$ cat config.mk
export PLATFORM = sky130hd
export DESIGN_NAME = audio_clkgen
export DESIGN_NICKNAME = d
export VERILOG_FILES = /design/src/rtl/audio_clkgen_pkg.sv /design/src/rtl/audio_clkgen_mck_div.sv /design/src/rtl/audio_clkgen_frame_seq.sv /design/src/rtl/audio_clkgen_sync.sv /design/src/rtl/audio_clkgen.sv
export SDC_FILE = /design/constraint.sdc
export NUM_CORES = 1
export LEC_CHECK = 0
export BUFFER_PORTS_ARGS = -buffer_cell sky130_fd_sc_hd__buf_2
export CAP_MARGIN = 20
export CORE_UTILIZATION = 40
export CTS_CLUSTER_DIAMETER = 80
export DETAILED_ROUTE_END_ITERATION = 16
export PLACE_DENSITY = 0.66
export SLEW_MARGIN = 20
export SYNTH_ARGS = -nofsm -noshare
export SYNTH_HDL_FRONTEND = slang
export SYNTH_HIERARCHICAL = 1
export SYNTH_SLANG_ARGS = --single-unit
$ cat constraint.sdc
create_clock -name clk -period 9.69 [get_ports clk]
set_input_delay 1.938 -clock clk [delete_from_list [all_inputs] [get_ports clk]]
set_output_delay 1.938 -clock clk [all_outputs]
set_load 0.02 [all_outputs]
$ cat src/rtl/audio_clkgen_pkg.sv
package audio_clkgen_pkg;
  localparam int DIV_SEL_W = 4;
  localparam int RAT_SEL_W = 4;
  localparam int WID_SEL_W = 2;
  localparam int DIV_W     = 7;   // largest divider 125
  localparam int RAT_W     = 10;  // largest ratio 512
  localparam int BITS_W    = 5;   // largest sample width 24
  localparam int FRAME_W   = DIV_W + RAT_W;
  localparam int HB_W      = BITS_W + 2; // half-bit slots per frame = 4*W

  // Master clock divider menu; 0 marks an unused index.
  function automatic logic [DIV_W-1:0] mck_div_of(input logic [DIV_SEL_W-1:0] s);
    case (s)
      4'd0:  return DIV_W'(8);
      4'd1:  return DIV_W'(10);
      4'd2:  return DIV_W'(11);
      4'd3:  return DIV_W'(15);
      4'd4:  return DIV_W'(16);
      4'd5:  return DIV_W'(21);
      4'd6:  return DIV_W'(23);
      4'd7:  return DIV_W'(30);
      4'd8:  return DIV_W'(31);
      4'd9:  return DIV_W'(32);
      4'd10: return DIV_W'(42);
      4'd11: return DIV_W'(63);
      4'd12: return DIV_W'(125);
      default: return '0;
    endcase
  endfunction

  // Frame ratio menu; 0 marks an unused index.
  function automatic logic [RAT_W-1:0] ratio_of(input logic [RAT_SEL_W-1:0] s);
    case (s)
      4'd0: return RAT_W'(32);
      4'd1: return RAT_W'(48);
      4'd2: return RAT_W'(64);
      4'd3: return RAT_W'(96);
      4'd4: return RAT_W'(128);
      4'd5: return RAT_W'(192);
      4'd6: return RAT_W'(256);
      4'd7: return RAT_W'(384);
      4'd8: return RAT_W'(512);
      default: return '0;
    endcase
  endfunction

  function automatic logic [BITS_W-1:0] bits_of(input logic [WID_SEL_W-1:0] s);
    case (s)
      2'd0: return BITS_W'(8);
      2'd1: return BITS_W'(16);
      2'd2: return BITS_W'(24);
      default: return '0;
    endcase
  endfunction
endpackage

$ cat src/rtl/audio_clkgen_mck_div.sv
module audio_clkgen_mck_div #(
  parameter int DIV_W = 7
) (
  input  logic             clk,
  input  logic             rst,
  input  logic             go,      // generator runs next cycle
  input  logic             sync0,   // restart the period next cycle
  input  logic             gate,    // output enable
  input  logic [DIV_W-1:0] div_n,
  output logic             mck
);
  logic [DIV_W-1:0] cnt_q, cnt_n, half;

  assign half  = div_n >> 1;
  assign cnt_n = (cnt_q == div_n - DIV_W'(1)) ? '0 : cnt_q + DIV_W'(1);

  always_ff @(posedge clk) begin
    if (rst || !go) begin
      cnt_q <= '0;
      mck   <= 1'b0;
    end else if (sync0) begin
      cnt_q <= '0;
      mck   <= gate;
    end else begin
      cnt_q <= cnt_n;
      mck   <= gate && (cnt_n < half);
    end
  end

  // phase counter never leaves the selected period
  a_r1_cnt_in_period: assert property (@(posedge clk) disable iff (rst)
    $past(go) |-> (cnt_q < div_n));
endmodule

$ cat src/rtl/audio_clkgen_frame_seq.sv
module audio_clkgen_frame_seq #(
  parameter int FRAME_W = 17,
  parameter int HB_W    = 7
) (
  input  logic               clk,
  input  logic               rst,
  input  logic               go,
  input  logic               sync0,
  input  logic               run_now,
  input  logic [FRAME_W-1:0] frame_len,  // N*R reference cycles
  input  logic [HB_W-1:0]    step,       // 4*W half-bit slots
  output logic               sck,
  output logic               lrck,
  output logic               boundary
);
  logic [FRAME_W-1:0] acc_q, acc_n;
  logic [FRAME_W:0]   acc_sum;
  logic [HB_W-1:0]    hb_q, hb_n, hb_last, half_pt;
  logic               adv, wrap;

  // Rate accumulator: exactly step advances per frame_len cycles, at most one per cycle.
  assign acc_sum = {1'b0, acc_q} + {{(FRAME_W+1-HB_W){1'b0}}, step};
  assign adv     = acc_sum >= {1'b0, frame_len};
  assign acc_n   = adv ? FRAME_W'(acc_sum - {1'b0, frame_len}) : acc_sum[FRAME_W-1:0];
  assign hb_last = step - HB_W'(1);
  assign half_pt = step >> 1;
  assign wrap    = (hb_q == hb_last);
  assign hb_n    = adv ? (wrap ? '0 : hb_q + HB_W'(1)) : hb_q;
  assign boundary = run_now && adv && wrap;

  always_ff @(posedge clk) begin
    if (rst || !go) begin
      acc_q <= '0;
      hb_q  <= '0;
      sck   <= 1'b0;
      lrck  <= 1'b0;
    end else if (sync0) begin
      acc_q <= '0;
      hb_q  <= '0;
      sck   <= 1'b0;
      lrck  <= 1'b0;
    end else begin
      acc_q <= acc_n;
      hb_q  <= hb_n;
      sck   <= hb_n[0];
      lrck  <= (hb_n >= half_pt);
    end
  end

  // frame clock moves only together with a falling bit clock
  a_r5_lrck_on_sck_fall: assert property (@(posedge clk) disable iff (rst)
    ($past(go) && $past(go, 2) && (lrck != $past(lrck))) |-> ($past(sck) && !sck));
  // half-bit index stays inside the frame
  a_r4_slot_range: assert property (@(posedge clk) disable iff (rst)
    $past(go) |-> (hb_q < step));
endmodule

$ cat src/rtl/audio_clkgen_sync.sv
module audio_clkgen_sync #(
  parameter int W      = 2,
  parameter int STAGES = 2
) (
  input  logic         clk,
  input  logic         clr,
  input  logic [W-1:0] d,
  output logic [W-1:0] q
);
  logic [W-1:0] st [STAGES];

  always_ff @(posedge clk) begin
    if (clr) begin
      for (int i = 0; i < STAGES; i++) st[i] <= '0;
    end else begin
      st[0] <= d;
      for (int i = 1; i < STAGES; i++) st[i] <= st[i-1];
    end
  end

  assign q = st[STAGES-1];
endmodule

$ cat src/rtl/audio_clkgen.sv
module audio_clkgen
  import audio_clkgen_pkg::*;
(
  input  logic                 clk,
  input  logic                 rst,
  input  logic                 enable,
  input  logic                 master_mode,
  input  logic                 mck_en,
  input  logic [DIV_SEL_W-1:0] div_sel,
  input  logic [RAT_SEL_W-1:0] ratio_sel,
  input  logic [WID_SEL_W-1:0] width_sel,
  input  logic                 ext_sck,
  input  logic                 ext_lrck,
  output logic                 mck_o,
  output logic                 sck_o,
  output logic                 lrck_o,
  output logic                 cfg_err
);
  localparam int SYNC_STAGES = 2;

  logic [DIV_W-1:0]   n_l, n_q;
  logic [RAT_W-1:0]   r_l;
  logic [BITS_W-1:0]  w_l, w_q;
  logic [FRAME_W-1:0] f_l, f_q;
  logic               live_ok, active, run_q, run_d, load, boundary;
  logic               gen_sck, gen_lrck;
  logic [1:0]         slv;

  assign n_l = mck_div_of(div_sel);
  assign r_l = ratio_of(ratio_sel);
  assign w_l = bits_of(width_sel);
  assign f_l = {{RAT_W{1'b0}}, n_l} * {{DIV_W{1'b0}}, r_l};
  assign live_ok = (n_l != '0) && (r_l != '0) && (w_l != '0) &&
                   (r_l >= {{(RAT_W-BITS_W-1){1'b0}}, w_l, 1'b0});
  assign active  = enable && master_mode;

  // Configuration is taken only at start or at a frame boundary.
  assign load = active && live_ok && (!run_q || boundary);

  always_comb begin
    if (!active)       run_d = 1'b0;
    else if (!run_q)   run_d = live_ok;
    else if (boundary) run_d = live_ok;
    else               run_d = 1'b1;
  end

  always_ff @(posedge clk) begin
    if (rst) begin
      run_q   <= 1'b0;
      n_q     <= '0;
      w_q     <= '0;
      f_q     <= '0;
      cfg_err <= 1'b0;
    end else begin
      run_q   <= run_d;
      cfg_err <= active && !live_ok;
      if (load) begin
        n_q <= n_l;
        w_q <= w_l;
        f_q <= f_l;
      end
    end
  end

  audio_clkgen_mck_div #(.DIV_W(DIV_W)) u_mck (
    .clk(clk), .rst(rst), .go(run_d), .sync0(load), .gate(mck_en),
    .div_n(n_q), .mck(mck_o)
  );

  audio_clkgen_frame_seq #(.FRAME_W(FRAME_W), .HB_W(HB_W)) u_seq (
    .clk(clk), .rst(rst), .go(run_d), .sync0(load), .run_now(run_q),
    .frame_len(f_q), .step({w_q, 2'b00}),
    .sck(gen_sck), .lrck(gen_lrck), .boundary(boundary)
  );

  audio_clkgen_sync #(.W(2), .STAGES(SYNC_STAGES)) u_slv (
    .clk(clk), .clr(rst || !(enable && !master_mode)),
    .d({ext_lrck, ext_sck}), .q(slv)
  );

  // Each source is held at zero while the other mode is in force.
  assign sck_o  = gen_sck | slv[0];
  assign lrck_o = gen_lrck | slv[1];

  // no master clock in slave mode
  a_r7_slave_no_mck: assert property (@(posedge clk) disable iff (rst)
    !master_mode |=> !mck_o);
  // disabling silences every output
  a_r10_disable_quiet: assert property (@(posedge clk) disable iff (rst)
    !enable |=> !(mck_o || sck_o || lrck_o || cfg_err));
  // latched settings only move on a load
  a_r9_cfg_held: assert property (@(posedge clk) disable iff (rst)
    (run_q && !$past(load)) |-> ($stable(n_q) && $stable(f_q) && $stable(w_q)));
  // an invalid setting never starts the generator
  a_r8_invalid_idle: assert property (@(posedge clk) disable iff (rst)
    (!run_q && !live_ok) |=> !run_q);
endmodule

Yosys cells after proc, flatten, opt, wreduce, memory -nomap -nowiden
Memory sizes are Yosys's and may differ from the RTL's.
Index checks and enable logic that the tools add are counted.
{ "classes": {"add_sub_neg": 6, "n_mul": 1, "magnitude_cmp": 4, "n_eq_ne": 4, "mux": 14, "n_bitwise": 4, "n_reduce_logical": 24} }
{ "op_table": {"columns": ["operator", "count"], "rows": [
  ["$mux W7", 3],
  ["$add A17 B7 Y18", 1],
  ["$ge A18 B17 Y1", 1],
  ["$mul A7 B10 Y17", 1],
  ["$mux W17", 1],
  ["$sub A17 B17 Y17", 1],
  ["$pmux W5 S3", 1],
  ["$add A7 B1 Y7 const B", 2],
  ["$eq A7 B7 Y1", 2],
  ["$sub A7 B1 Y7 const B", 2],
  ["$logic_and A1 B1 Y1", 11],
  ["$ge A10 B6 Y1", 1],
  ["$reduce_bool A10 Y1", 1],
  ["$ge A7 B6 Y1", 1],
  ["$lt A7 B6 Y1", 1],
  ["$mux W1", 7],
  ["$reduce_bool A7 Y1", 1],
  ["$logic_not A1 Y1", 5],
  ["$reduce_bool A5 Y1", 1],
  ["$mux W2", 2],
  ["$or A1 B1 Y1", 4],
  ["$logic_or A1 B1 Y1", 3],
  ["$eq A2 B1 Y1 const B", 1],
  ["$eq A2 B2 Y1 const B", 1],
  ["other kinds (2)", 2]
]} }
{ "totals": {"register_bits": 65, "ramBits": 4, "rom_bits": 208, "in_bits": 17, "output_inout_bits": 4, "word_cells": 71, "mem_count": 3} }
{ "memory_table": {"columns": ["name", "depth", "width", "read_ports", "rd_ports_with_merged_regs", "wr", "line", "rtl"], "rows": [
  ["(name not given)", 16, 7, 1, 0, 0, "audio_clkgen_pkg.sv:13", "case (s)"],
  ["(name not given)", 16, 6, 1, 0, 0, "audio_clkgen_pkg.sv:33", "case (s)"],
  ["u_slv.st", 2, 2, 2, 0, 2, "audio_clkgen_sync.sv:10", "logic [W-1:0] st [STAGES];"]
]} }

Longest topological paths before layout
{ "depth": {"word_depth": 11, "mapped_depth": 29} }

Hierarchy
Netlist, hierarchy kept.
{ "modules_own_cells": {"columns": ["mod", "instances", "cells_per_inst", "area_per_inst_um2"], "rows": [
  ["audio_clkgen", 1, 313, 2688.8],
  ["audio_clkgen_frame_seq", 1, 321, 2576.2],
  ["audio_clkgen_mck_div", 1, 96, 750.7],
  ["audio_clkgen_sync", 1, 10, 120.1]
]} }

Worst setup path after synthesis
No wires, ideal clock.
{ "synth_timing": {"path_kind": "input -> register", "start": "in ratio_sel[2]", "end": "reg f_q[14]", "setup_time_ns": 0.137, "arrival_time_ns": 6.240, "t_required_ns": 9.553, "slack_ns": 3.313, "stages": 16, "path_buffers": 2, "cell_sequence": "buf_6 -> or4b_2 -> clkbuf_1 -> or2_2 -> fa_1 -> fa_1 -> inv_1 -> fa_1 -> ha_1 -> ha_1 -> a21o_1 -> a21oi_1 -> o21ai_0 -> a31oi_1 -> xor2_1 -> a211oi_2"} }
{ "synth_between": {"elab_chain_cells": 7, "elab_cells_between_ends": 9, "classes_between": "mul (1); order compare (1); reduce/logical (6); memory (1)"} }
{ "synth_lines": {"columns": ["item", "line", "rtl"], "rows": [
  ["start: declaration", "audio_clkgen.sv:10", "input logic [RAT_SEL_W-1:0] ratio_sel,"],
  ["$mem_v2 Z16 W6 *", null, null],
  ["parallel branches: the longest is 6 deep, another holds $mul A7 B10 Y17", null, null],
  ["end signal: assignment", "audio_clkgen.sv:60", "f_q <= f_l;"],
  ["end: declaration", "audio_clkgen.sv:24", "logic [FRAME_W-1:0] f_l, f_q;"]
]} }
Every way passes the cells marked *.
A chain may end at the register's enable or synchronous reset.

Final worst setup path
{ "layout_timing": {"start": "in div_sel[1]", "end": "reg f_q[16]"} }
{ "layout_between": {"elab_chain_cells": 7, "elab_cells_between_ends": 8, "classes_between": "mul (1); reduce/logical (6); memory (1)"} }
{ "layout_lines": {"columns": ["item", "line", "rtl"], "rows": [
  ["start: declaration", "audio_clkgen.sv:9", "input logic [DIV_SEL_W-1:0] div_sel,"],
  ["$mem_v2 Z16 W7 *", null, null],
  ["parallel branches: the longest is 6 deep, another holds $mul A7 B10 Y17", null, null]
]} }
Marks and branches as above.

==> flow_summary_export.csv <==
group,metric,value,unit
status,status,"completed",
clock_tree,cts_resized,0,
power_and_ir_drop,power_density,123,nW/µm²
layout,nets,891,
worst_setup_path,cp-end-kind,"register",
worst_setup_path,start_kind,"input pin",
sta,hold_viol_final,0,
worst_setup_path,crit_fanout,8,
die,ios,21,
grt,grtUsageMet3,2.89,%
layout,diodes,0,
synth,syn_area,6140,µm²
synth,synth-simple-area-share,22.3,%
clock_tree,cts_sinks,61,
layout,seq_area,1220,µm²
synth,ys_seq_area_share,19.9,%
sta,fin_crit_sh,66.8,%
clock_tree,htree_num_levels,3,
synth,yosys.cell_count.top_type,"nor2_1",
worst_setup_path,cp-endpoint,"f_q[16]$_SDFFE_PP0P_",
power_and_ir_drop,p_clk_share,36.6,%
grt,use_met1,22.8,%
power_and_ir_drop,p_int,557,µW
worst_setup_path,worstReg2RegStart,"w_q[3]$_SDFFE_PP0P_",
routing,drt_first_pass_iters,5,
synth,synth_area_leaders,"dfxtp_1 20%, ha_1 16%, fa_1 6.9%",
power_and_ir_drop,leakagePower,0.00312,µW
clock_tree,clock_tree.root_cell,"clkbuf_16",
sta,fin_ws,3210,ps
sta,rsz0062_at_grt,"no",
sta,finalMaxSlewViolations,0,
sta,setup_violations,0,
place,placed_cells,947,
place,dp_slack,2910,ps
place,port-buffer-count,20,
worst_setup_path,crit_arrival,6710,ps
power_and_ir_drop,ir_drop,0.0811,mV
die,die_y,126,µm
clock_tree,tritoncts,"yes",
routing,routed_wl,12500,µm
routing,routed_via_density,5.09,
sta,finalCriticalPeriod,6480,ps
clock_tree,postCtsSetupBuffers,0,
synth,synth-edff-count,0,
worst_setup_path,crit_family,"adder cells",
worst_setup_path,critPathBufInv,3,
routing,wl_per_cell,12.9,µm
clock_tree,clk_transition_reported_paths,50,ps
die,dieArea,15800,µm²
synth,synth-main-ff-cell,"dfxtp_1",
synth,synth_top_family_by_area,"adder cells",
synth,yosys-top-cells-count,"81 x nor2_1, 79 x ha_1, 64 x inv_1",
clock_tree,cts_hold_buf,0,
synth,ys_warn_count,6,
routing,drc_errors,0,
clock_tree,cts_buffer_depth,2,
layout,area_growth,9.16,%
place,dp_hpwl,9690,µm
worst_setup_path,cp_slowest_cell,"mux4_2",
worst_setup_path,cp.depth,16,
clock_tree,clkLatencyLatePin,340,ps
place,place.gp.congestion,0.795,
synth,netlist-cell-type-count,76,
worst_setup_path,path_cells,"buf_2 > inv_1 > ha_1 > mux4_2 > or2_2 > fa_1 > fa_1 > inv_1 > fa_1 > ha_1 > ha_1 > nand2_1 > o21ai_0 > a21oi_1 > o21a_1 > o41ai_1",
layout,multi_input_area,4590,µm²
grt,grtUsageTotal,17.1,%
worst_hold_path,hp-class,"register to register",
layout,final_area,6700,µm²
power_and_ir_drop,pwr-share-seq,31.6,%
synth,syn_area_per_cell,8.29,µm²
synth,synth_cells,740,
power_and_ir_drop,p_comb_share,31.7,%
synth,synth_fa_ha_area_share,23.0,%
sta,setup_tns,0,ps
layout,fillers,1487,
grt,grt_max_degree,37,
grt,grt_pass1_wl,21900,µm
sta,worst_pin_slew,779,ps
sta,max_freq,0.154,GHz
synth,synth_compound_area_share,18.0,%
layout,drive_gt1_share,9.88,%
grt,grt.busiest_layer,"met2",
routing,ant_nets,0,
worst_setup_path,reg2reg_depth,23,
power_and_ir_drop,sw_frac_of_total,32.6,%
routing,num_vias,4906,
synth,synthMuxAreaShare,2.16,%
worst_setup_path,slowest_delay,580,ps
synth,synthArstFlopShare,0,%
worst_setup_path,reg2reg_slack,3870,ps
worst_setup_path,r2r_end,"u_seq/lrck$_SDFF_PP0_",
synth,netlist.area_leader.share,19.9,%
sta,holdWs,435,ps
die,start_util,41.6,%
grt,grt_pass1_vias,4692,
die,rows,44,
place,post_dp_cell_area,6420,µm²
worst_setup_path,cp-startpoint,"div_sel[1]",
sta,skew,12.6,ps
power_and_ir_drop,p_switching,269,µW
die,die_w,126,µm
grt,use_met2,27.4,%
worst_setup_path,crit_type,"input pin to register",
layout,fin_cells,963,
grt,gr-total-overflow,0,
clock_tree,numCtsBuffers,9,
worst_setup_path,required,9930,ps
synth,ys_seq_elements,61,
die,design.core.area,14800,µm²
grt,antenna_found_initial,0,
synth,synth_largest_area_cell,"dfxtp_1",
routing,drt_iter0_drc,216,
synth,synthXorXnorAreaFrac,7.85,%
sta,timing.slew.headroom,47.8,%
run,maxCapViolCount,0,
==> sequential cells by signal, summed over array words and instances, names as in the netlist <==
| name | count |
|---|---|
| u_slv/st | 4 |
| u_mck/mck | 1 |
| u_seq/hb_q | 7 |
| u_seq/lrck | 1 |
| cfg_err | 1 |
| n_q | 7 |
| run_q | 1 |
| f_q | 13 |
| w_q | 2 |
| u_seq/acc_q | 17 |
| u_mck/cnt_q | 7 |
==> how the worst min path moves through the flow <==
stage,startpoint,end,slack (ps),cells past startpoint
after floorplan,u_slv/st[0][0]$_SDFF_PP0_,u_slv/st[0][2]$_SDFF_PP0_,410,1
after global placement,u_slv/st[0][0]$_SDFF_PP0_,u_slv/st[0][2]$_SDFF_PP0_,420,1
after detailed placement,u_slv/st[0][1]$_SDFF_PP0_,u_slv/st[0][3]$_SDFF_PP0_,430,1
after CTS,u_slv/st[0][1]$_SDFF_PP0_,u_slv/st[0][3]$_SDFF_PP0_,440,1
after global routing,u_slv/st[0][1]$_SDFF_PP0_,u_slv/st[0][3]$_SDFF_PP0_,460,1
final,u_slv/st[0][1]$_SDFF_PP0_,u_slv/st[0][3]$_SDFF_PP0_,430,1
==> cell usage in the layout (no fill, tap or decap), drive strengths merged, types with 3 or more instances in the layout <==
master | synthesis | routed
a21oi | 50 | 50
nand2b | 16 | 16
o21a | 3 | 3
dfxtp | 61 | 61
or4b | 3 | 3
ha | 79 | 79
and2 | 7 | 7
nor2 | 87 | 87
or3 | 5 | 5
o21ai | 19 | 19
nand2 | 43 | 43
fa | 21 | 21
or3b | 4 | 4
o211ai | 7 | 7
xnor2 | 32 | 32
o21bai | 8 | 8
a22o | 4 | 4
clkbuf | 11 | 13
mux2i | 11 | 11
nand4 | 5 | 5
a31oi | 3 | 3
a21boi | 4 | 4
buf | 13 | 23
nor3b | 5 | 5
or2 | 15 | 15
conb | 1 | 25
nor3 | 17 | 17
a211oi | 12 | 12
inv | 65 | 65
xor2 | 23 | 23
nor2b | 20 | 20
nand3b | 4 | 4
a21o | 22 | 22
and3 | 14 | 14
nand3 | 15 | 15
==> area by class of cell <==
cell class / instances / area share, %
Timing Repair Buffer: 23 / 1.83
Inverter: 66 / 3.77
Sequential cell: 61 / 18.2
Tap cell: 184 / 3.44
Multi-Input combinational cell: 613 / 68.5
Clock inverter: 3 / 0.299
Clock buffer: 13 / 3.89
==> power groups by stage <==
stage	Clock (µW)	Sequential (µW)	Combinational (µW)
2_1_floorplan	0	265	223
3_3_place_gp	0	266	257
3_5_place_dp	0	267	259
4_1_cts	311	261	261
5_1_grt	321	262	297
6_report	302	261	262
==> cells by family (layout without fill, tap and decap cells) <==
| logic type | Yosys count | in the layout |
|---|---|---|
| buffers and inverters | 90 | 105 |
| flip-flops | 61 | 61 |
| AND/OR/NAND/NOR | 266 | 266 |
| other | 1 | 25 |
| AO/OA/AOI/OAI | 155 | 155 |
| adder cells (fa/ha/maj) | 100 | 100 |
| XOR/XNOR | 55 | 55 |
| multiplexers | 12 | 12 |
==> routing by layer <==
layer / vias up / share of wire, %
li1: 2585 / -
met1: 2243 / 51
met2: 65 / 44
met3: 13 / 2.8
met4: 0 / 2.2
met5: - / 0
==> through the flow <==
stage | utilization (%) | total power, µW
after floorplan | - | 489
after global placement | 43.5 | 524
after detailed placement | 43.5 | 526
after CTS | 45.4 | 833
after global routing | 45.4 | 879
final | 45.4 | 825
Power figures use the tool's default switching activity.
